### config.mk
export PLATFORM = sky130hd
export DESIGN_NAME = booth_mac_unit
export DESIGN_NICKNAME = d
export VERILOG_FILES = /design/src/rtl/booth_mac_pkg.sv /design/src/rtl/booth_recode.sv /design/src/rtl/booth_seq_ctrl.sv /design/src/rtl/booth_datapath.sv /design/src/rtl/booth_mac_unit.sv
export SDC_FILE = /design/constraint.sdc
export NUM_CORES = 1
export LEC_CHECK = 0
export BUFFER_PORTS_ARGS = -buffer_cell sky130_fd_sc_hd__buf_2
export CORE_MARGIN = 2
export CORE_UTILIZATION = 57
export DETAILED_ROUTE_END_ITERATION = 8
export PLACE_DENSITY = 0.92
export SYNTH_ARGS = -nofsm -noshare
export SYNTH_HDL_FRONTEND = slang
export SYNTH_SLANG_ARGS = --single-unit
### constraint.sdc
create_clock -name clk -period 4.6 [get_ports clk]
set_input_delay 0.69 -clock clk [delete_from_list [all_inputs] [get_ports clk]]
set_output_delay 0.69 -clock clk [all_outputs]
set_load 0.03 [all_outputs]
### src/rtl/booth_mac_pkg.sv
package booth_mac_pkg;

   typedef enum logic [1:0] {
      SEQ_IDLE  = 2'd0,
      SEQ_STEP  = 2'd1,
      SEQ_WRITE = 2'd2,
      SEQ_DONE  = 2'd3
   } seq_state_e;

   typedef enum logic [1:0] {
      BOP_SKIP = 2'd0,
      BOP_ADD  = 2'd1,
      BOP_SUB  = 2'd2
   } booth_op_e;

endpackage

### src/rtl/booth_recode.sv
module booth_recode
   import booth_mac_pkg::*;
(
   input  logic      cur_bit,
   input  logic      prev_bit,
   output booth_op_e op
);
   // 10 -> start of a run of ones: subtract; 01 -> end of run: add
   always_comb begin
      unique case ({cur_bit, prev_bit})
         2'b10:   op = BOP_SUB;
         2'b01:   op = BOP_ADD;
         default: op = BOP_SKIP;
      endcase
   end
endmodule

### src/rtl/booth_seq_ctrl.sv
module booth_seq_ctrl
   import booth_mac_pkg::*;
#(
   parameter int STEPS = 32
) (
   input  logic clk,
   input  logic rst_n,
   input  logic start,
   output logic load,
   output logic step,
   output logic write,
   output logic busy,
   output logic done
);
   localparam int CNT_W = (STEPS > 1) ? $clog2(STEPS) : 1;
   localparam logic [CNT_W-1:0] LAST = CNT_W'(STEPS - 1);

   seq_state_e       state_q, state_d;
   logic [CNT_W-1:0] cnt_q;

   always_comb begin
      state_d = state_q;
      unique case (state_q)
         SEQ_IDLE:  if (start) state_d = SEQ_STEP;
         SEQ_STEP:  if (cnt_q == LAST) state_d = SEQ_WRITE;
         SEQ_WRITE: state_d = SEQ_DONE;
         default:   state_d = SEQ_IDLE;
      endcase
   end

   always_ff @(posedge clk or negedge rst_n) begin
      if (!rst_n) begin
         state_q <= SEQ_IDLE;
         cnt_q   <= '0;
      end else begin
         state_q <= state_d;
         if (state_q == SEQ_STEP) cnt_q <= cnt_q + 1'b1;
         else                     cnt_q <= '0;
      end
   end

   assign load  = (state_q == SEQ_IDLE) && start;
   assign step  = (state_q == SEQ_STEP);
   assign write = (state_q == SEQ_WRITE);
   assign busy  = (state_q != SEQ_IDLE);
   assign done  = (state_q == SEQ_DONE);
endmodule

### src/rtl/booth_datapath.sv
module booth_datapath
   import booth_mac_pkg::*;
#(
   parameter int DATA_W = 32,
   parameter bit MAC_EN = 1'b1
) (
   input  logic              clk,
   input  logic              rst_n,
   input  logic              load,
   input  logic              step,
   input  logic              write,
   input  logic              mac_mode,
   input  logic [DATA_W-1:0] op_a,
   input  logic [DATA_W-1:0] op_b,
   input  logic [DATA_W-1:0] op_c,
   output logic [DATA_W-1:0] result
);
   logic [DATA_W-1:0] mcand_q, mplier_q, acc_q, res_q;
   logic              prev_q;
   logic [DATA_W-1:0] init_val, addend, sum;
   logic              carry_in;
   booth_op_e         op;

   generate
      if (MAC_EN) begin : g_mac
         assign init_val = mac_mode ? op_c : '0;
      end else begin : g_mul_only
         logic unused_mac;
         assign unused_mac = ^{mac_mode, op_c};
         assign init_val   = '0;
      end
   endgenerate

   booth_recode u_recode (
      .cur_bit  (mplier_q[0]),
      .prev_bit (prev_q),
      .op       (op)
   );

   // single adder: subtraction via inverted addend plus carry in
   always_comb begin
      carry_in = (op == BOP_SUB);
      addend   = carry_in ? ~mcand_q : mcand_q;
      sum      = (op == BOP_SKIP) ? acc_q : (acc_q + addend + DATA_W'(carry_in));
   end

   always_ff @(posedge clk or negedge rst_n) begin
      if (!rst_n) begin
         mcand_q  <= '0;
         mplier_q <= '0;
         acc_q    <= '0;
         prev_q   <= 1'b0;
      end else if (load) begin
         mcand_q  <= op_a;
         mplier_q <= op_b;
         acc_q    <= init_val;
         prev_q   <= 1'b0;
      end else if (step) begin
         acc_q    <= sum;
         mcand_q  <= mcand_q << 1;
         mplier_q <= mplier_q >> 1;
         prev_q   <= mplier_q[0];
      end
   end

   always_ff @(posedge clk or negedge rst_n) begin
      if (!rst_n)     res_q <= '0;
      else if (write) res_q <= acc_q;
   end

   assign result = res_q;
endmodule

### src/rtl/booth_mac_unit.sv
module booth_mac_unit
   import booth_mac_pkg::*;
#(
   parameter int DATA_W = 32,
   parameter bit MAC_EN = 1'b1
) (
   input  logic              clk,
   input  logic              rst_n,
   input  logic              start,
   input  logic              mac_mode,
   input  logic [DATA_W-1:0] op_a,
   input  logic [DATA_W-1:0] op_b,
   input  logic [DATA_W-1:0] op_c,
   output logic              busy,
   output logic              done,
   output logic [DATA_W-1:0] result
);
   localparam int LATENCY = DATA_W + 2;

   generate
      if (DATA_W < 4) begin : g_bad_width
         $error("booth_mac_unit: DATA_W must be at least 4");
      end
      if (LATENCY != DATA_W + 2) begin : g_bad_latency
         $error("booth_mac_unit: latency derivation broken");
      end
   endgenerate

   logic load, step, write;

   booth_seq_ctrl #(.STEPS(DATA_W)) u_ctrl (
      .clk   (clk),
      .rst_n (rst_n),
      .start (start),
      .load  (load),
      .step  (step),
      .write (write),
      .busy  (busy),
      .done  (done)
   );

   booth_datapath #(.DATA_W(DATA_W), .MAC_EN(MAC_EN)) u_dp (
      .clk      (clk),
      .rst_n    (rst_n),
      .load     (load),
      .step     (step),
      .write    (write),
      .mac_mode (mac_mode),
      .op_a     (op_a),
      .op_b     (op_b),
      .op_c     (op_c),
      .result   (result)
   );
endmodule

# Yosys cells after proc, flatten, opt, wreduce, memory -nomap -nowiden

Cells that the tools add are included.

Flip-flop bits (word level): 136
Bits of input ports: 100
Output and inout port bits: 34
Logic and storage cells: 44

Add/sub/neg operators: 3
Equal/unequal tests: 10
Multiplexer cells: 16
Bitwise gates (word level): 1
Reductions and logical operators: 7

Operators with widths:

| cell                                                 | count |
|---|---|
| two-way mux 32 bit                                   | 9 |
| adder 32 x 1 -> 32 bit                               | 1 |
| adder 32 bit                                         | 1 |
| NOT 32 bit                                           | 1 |
| equality test 2 bit (second input constant)          | 4 |
| case mux 2 bit (3 select lines)                      | 1 |
| adder 5 x 1 -> 5 bit (second input constant)         | 1 |
| equality test 5 bit (second input constant)          | 1 |
| two-way mux 5 bit                                    | 1 |
| equality test 2 x 1 -> 1 bit (second input constant) | 2 |
| logical NOT 2 bit                                    | 2 |
| two-way mux 2 bit                                    | 2 |
| != test 2 bit (second input constant)                | 2 |
| case mux 2 bit (2 select lines)                      | 1 |
| AND reduction 2 bit                                  | 2 |
| nonzero test 2 bit                                   | 2 |
| two-way mux 1 bit                                    | 2 |
| != test 2 x 1 -> 1 bit (second input constant)       | 1 |
| logical AND 1 bit                                    | 1 |

# Logic depth before layout (Yosys ltp)

Depth in word-level cells: 9
Depth in mapped cells: 16
Mapped depth without buffers: 14

# By module

Synthesis repeated with hierarchy kept, for this count alone.

Cells, all modules: 830
Area, all modules: 8006.4 um^2

By module, submodules not included:

| module         | times used | cells an instance | area an instance (um^2) | seq. area each (um^2) |
|---|---|---|---|---|
| booth_datapath | 1          | 796               | 7606.0                  | 3228.1 |
| booth_seq_ctrl | 1          | 32                | 385.4                   | 175.2 |
| booth_recode   | 1          | 2                 | 15.0                    | 0.0 |

# Worst setup path after synthesis

Ideal clock, no wire load.

Path kind: reg2reg
From: register u_dp.prev_q
To: register u_dp.acc_q[28]
Setup time: 0.077 ns
Arrival: 3.434 ns
Required time: 4.523 ns
Path slack: 1.090 ns
Stages on the path, launching flop included: 17
Buffers on the path: 2
Clock period less this slack: 3.510 ns
Cells stage by stage: dfrtp_1 -> inv_1 -> ha_1 -> buf_2 -> clkbuf_1 -> xor2_1 -> inv_1 -> fa_1 -> nor2b_4 -> o31ai_2 -> a211o_1 -> a41oi_4 -> a211oi_2 -> o41ai_4 -> a31oi_1 -> xor2_1 -> o21ai_1

Cells in the longest elaborated chain, start to end: 9
Elaborated cells on any way between the ends: 13
Those cells by class: add/sub (2); eq/ne (4); mux (5); reduce/logical (2)

RTL lines:

| item                                                                       | line                 | text |
|---|---|---|
| start: declaration                                                         | booth_datapath.sv:19 | `logic prev_q;` |
| start signal: assignment                                                   | booth_datapath.sv:62 | `prev_q <= mplier_q[0];` |
| equality test 2 x 1 -> 1 bit / equality test 2 bit (equally long branches) | booth_recode.sv:10   | `unique case ({cur_bit, prev_bit})` |
| case mux 2 bit (2 select lines) *                                          | booth_recode.sv:10   |  |
| equality test 2 bit                                                        | booth_datapath.sv:42 | `carry_in = (op == BOP_SUB);` |
| two-way mux 32 bit                                                         | booth_datapath.sv:43 | `addend = carry_in ? ~mcand_q : mcand_q;` |
| adder 32 bit                                                               | booth_datapath.sv:44 | `sum = (op == BOP_SKIP) ? acc_q : (acc_q + addend + DATA_W'(carry_in));` |
| adder 32 x 1 -> 32 bit                                                     | booth_datapath.sv:44 |  |
| two-way mux 32 bit                                                         | booth_datapath.sv:44 |  |
| two-way mux 32 bit                                                         | booth_datapath.sv:58 | `end else if (step) begin` |
| two-way mux 32 bit                                                         | booth_datapath.sv:53 | `end else if (load) begin` |
| end signal: assignment                                                     | booth_datapath.sv:56 | `acc_q <= init_val;` |
| end signal: assignment                                                     | booth_datapath.sv:59 | `acc_q <= sum;` |
| end: declaration                                                           | booth_datapath.sv:18 | `logic [DATA_W-1:0] mcand_q, mplier_q, acc_q, res_q;` |

Mark *: on every way between the ends. The rest lies on a longest branch, timed or not. The select of a mux whose other input is x is not followed.
A chain may end at the register's enable or synchronous reset.

# Worst setup path after layout

Ends and elaborated chain as after synthesis.

==> flow_summary.toml <==
[finish]
antennaDiodeCount = 0
fin_nets = 1072
drive_above_1_share = 0.235
area_growth_pct = 18.3
fill_cells = 1061
regArea_um2 = 3400
multi_input_area_um2 = 4350

[timing]
min_period_ns = 3.67
hold_viol = 0
finalCritPeriodShare = 0.797
rsz0062_at_grt = "false"
drv_slew = 0
fin_tns_setup_ns = 0
clock_skew_ns = 0.0123
finalSetupViolations = 0
max_slew_margin = 0.248
fmax_ghz = 0.273
worstMarginPinSlew_ns = 1.13

[logic_synthesis]
yosysTopAreaCellShare = 0.428
netlist_instances = 816
synth.most_common_cell = "a21oi_1"
ys_ff_latch = 136
synth-edff-count = 0
synth-async-reset-ratio = 1.00
synthTopCellsByCount = "a21oi_1 (137), dfrtp_1 (136), nor2_1 (94)"
synthesis.nets = 957
synth_area_um2 = 7950
yosys_warnings = 0
yosysSeqAreaShare = 0.428
syn_avg_cell_area_um2 = 9.74
synth_flop_cell = "dfrtp_1"
synthTopCellsByArea = "dfrtp_1 (43%), a21oi_1 (8.6%), mux2i_1 (8.4%)"
yosys.area.top_type = "dfrtp_1"
synth_cell_type_count = 52

[worst_setup_path]
crit_family = "compound AO/OA/AOI/OAI gates"
cp_num_buf_inv = 2
r2r_start = "u_dp.prev_q$_DFFE_PN0P_"
cp-end-kind = "flip-flop"
required_ns = 4.95
r2r_end = "u_dp.acc_q[28]$_DFFE_PN0P_"
slowest_delay_ns = 0.56
ff2ff_setup_slack_ns = 0.93
crit_chain = "inv_1 > ha_2 > xor2_1 > inv_1 > fa_1 > nor2b_4 > o31ai_2 > a211o_1 > a41oi_4 > a211oi_2 > o41ai_4 > a31oi_1 > xor2_1 > o21ai_1"
path_max_fanout = 20
path_class = "reg2reg"
start_kind = "flip-flop"
crit_arrival_ns = 4.02
cp_slowest_cell = "ha_2"
r2r_cells = 14

[clock_network]
numCtsBuffers = 17
cts_resized = 0
root_buffer = "clkbuf_16"
clockBufferDepth = 2
cts_tree = "built"
htreeDepth = 4
clkLatencyLatePin_ns = 0.43
clock-sinks = 136
post_cts_buffers = 0
cts_hold_buf = 0
clkTransAtPathRegs_ns = 0.06

[grt]
grt_use_total = 0.267
antenna_found_initial = 0
grt_max_degree = 113
overflow = 0
grt_pass1_vias = 6534
grt_pass1_wl_mm = 31.2

[route]
num_vias = 6585
ant_nets = 0
drc_errors = 0
avgViaCountPerCell = 5.86
wirelength_mm = 19.7
drt-pass1-iter-count = 7
routedWlPerCell_um = 17.5
drt_iter0_drc = 530

[placed_design]
io_buffers = 133
dpl.hpwl_mm = 13.3
place_congestion = 0.915

[floorplan]
ioPinCount = 134
die-area_um2 = 14900
core_um2 = 13800
fp.dieW_um = 122
initial_core_util = 0.577
die_h_um = 122
row_count = 43

[outcome]
status = "completed"

[worst_hold_path]
hp-class = "in2async"

[run]
cap_viol_max_count = 0
routing by layer:
metal / track usage / vias to the layer above / share of wire
li1: - / 3126 / -
met1: 0.340 / 3157 / 0.43
met2: 0.448 / 256 / 0.49
met3: 0.0552 / 46 / 0.057
met4: 0.104 / 0 / 0.024
met5: 0 / - / 0
through the flow:
stage	hold WS, ns	cell area [um^2]	util	setup slack (ns)	instances
global route	0.473	9400	0.683	0.733	1124
global placement	0.452	8760	0.636	1.08	1092
detailed placement	0.451	8760	0.636	0.971	1092
floorplan	0.394	7950	-	1.09	816
finish	0.385	9400	0.683	0.933	1124
CTS	0.458	9400	0.683	0.918	1124
logic make-up after synthesis:
logic type | synth area share
fa+ha+maj | 0.0655
flops | 0.428
xor+xnor | 0.0661
compound gates | 0.165
buf+inv | 0.0271
mux | 0.131
simple gates | 0.117
cell type report:
type,count,share of cell area
well taps,180,0.0240
inverters,11,0.00439
flip-flops and latches,136,0.362
clock inverters,11,0.0181
clock buffers,21,0.0500
repair buffers,142,0.0786
multi-input cells,623,0.463
placed cells by master (no fill, tap or decap), types with 4 or more instances in the layout:
| cell | count |
|---|---|
| nand3b_1 | 4 |
| ha_1 | 38 |
| clkbuf_16 | 17 |
| nand2b_1 | 5 |
| a32oi_1 | 8 |
| and2_1 | 7 |
| nor3_1 | 8 |
| nand4_1 | 4 |
| buf_2 | 132 |
| xor2_1 | 42 |
| nor2_1 | 93 |
| mux2_2 | 33 |
| nand2_1 | 45 |
| inv_1 | 11 |
| o21ai_0 | 25 |
| a31oi_1 | 9 |
| xnor2_1 | 18 |
| dfrtp_1 | 136 |
| mux2i_1 | 67 |
| a21o_1 | 10 |
| buf_4 | 9 |
| nor2b_1 | 10 |
| a21oi_1 | 137 |
| nand3_1 | 12 |
| bufinv_16 | 4 |
worst max-delay path by stage:
stage	startpoint	endpoint	slack, ns	cells past startpoint
finish	u_dp.prev_q$_DFFE_PN0P_	u_dp.acc_q[28]$_DFFE_PN0P_	0.93	14
global route	u_dp.prev_q$_DFFE_PN0P_	u_dp.acc_q[28]$_DFFE_PN0P_	0.73	14
CTS	u_dp.prev_q$_DFFE_PN0P_	u_dp.acc_q[28]$_DFFE_PN0P_	0.92	14
detailed placement	u_dp.prev_q$_DFFE_PN0P_	u_dp.acc_q[28]$_DFFE_PN0P_	0.97	14
global placement	u_dp.prev_q$_DFFE_PN0P_	u_dp.acc_q[28]$_DFFE_PN0P_	1.08	14
floorplan	u_dp.prev_q$_DFFE_PN0P_	u_dp.acc_q[28]$_DFFE_PN0P_	1.09	16
worst reg2reg max path: stages (launching register included):
cell and delay (ns):
dfrtp_1 0.38, inv_1 0.06, ha_2 0.56, xor2_1 0.23, inv_1 0.08, fa_1 0.45, nor2b_4 0.15, o31ai_2 0.08
a211o_1 0.30, a41oi_4 0.28, a211oi_2 0.15, o41ai_4 0.43, a31oi_1 0.18, xor2_1 0.16, o21ai_1 0.12
registers in the layout, indices dropped and copies added, names as in the netlist:
name	flops
u_dp.mplier_q	32
u_ctrl.cnt_q	5
u_dp.prev_q	1
u_dp.acc_q	32
u_ctrl.state_q	2
u_dp.mcand_q	32
u_dp.result	32
Power is not shown: default switching activity piles up to over one toggle a cycle in this logic, so the estimate is an artifact.
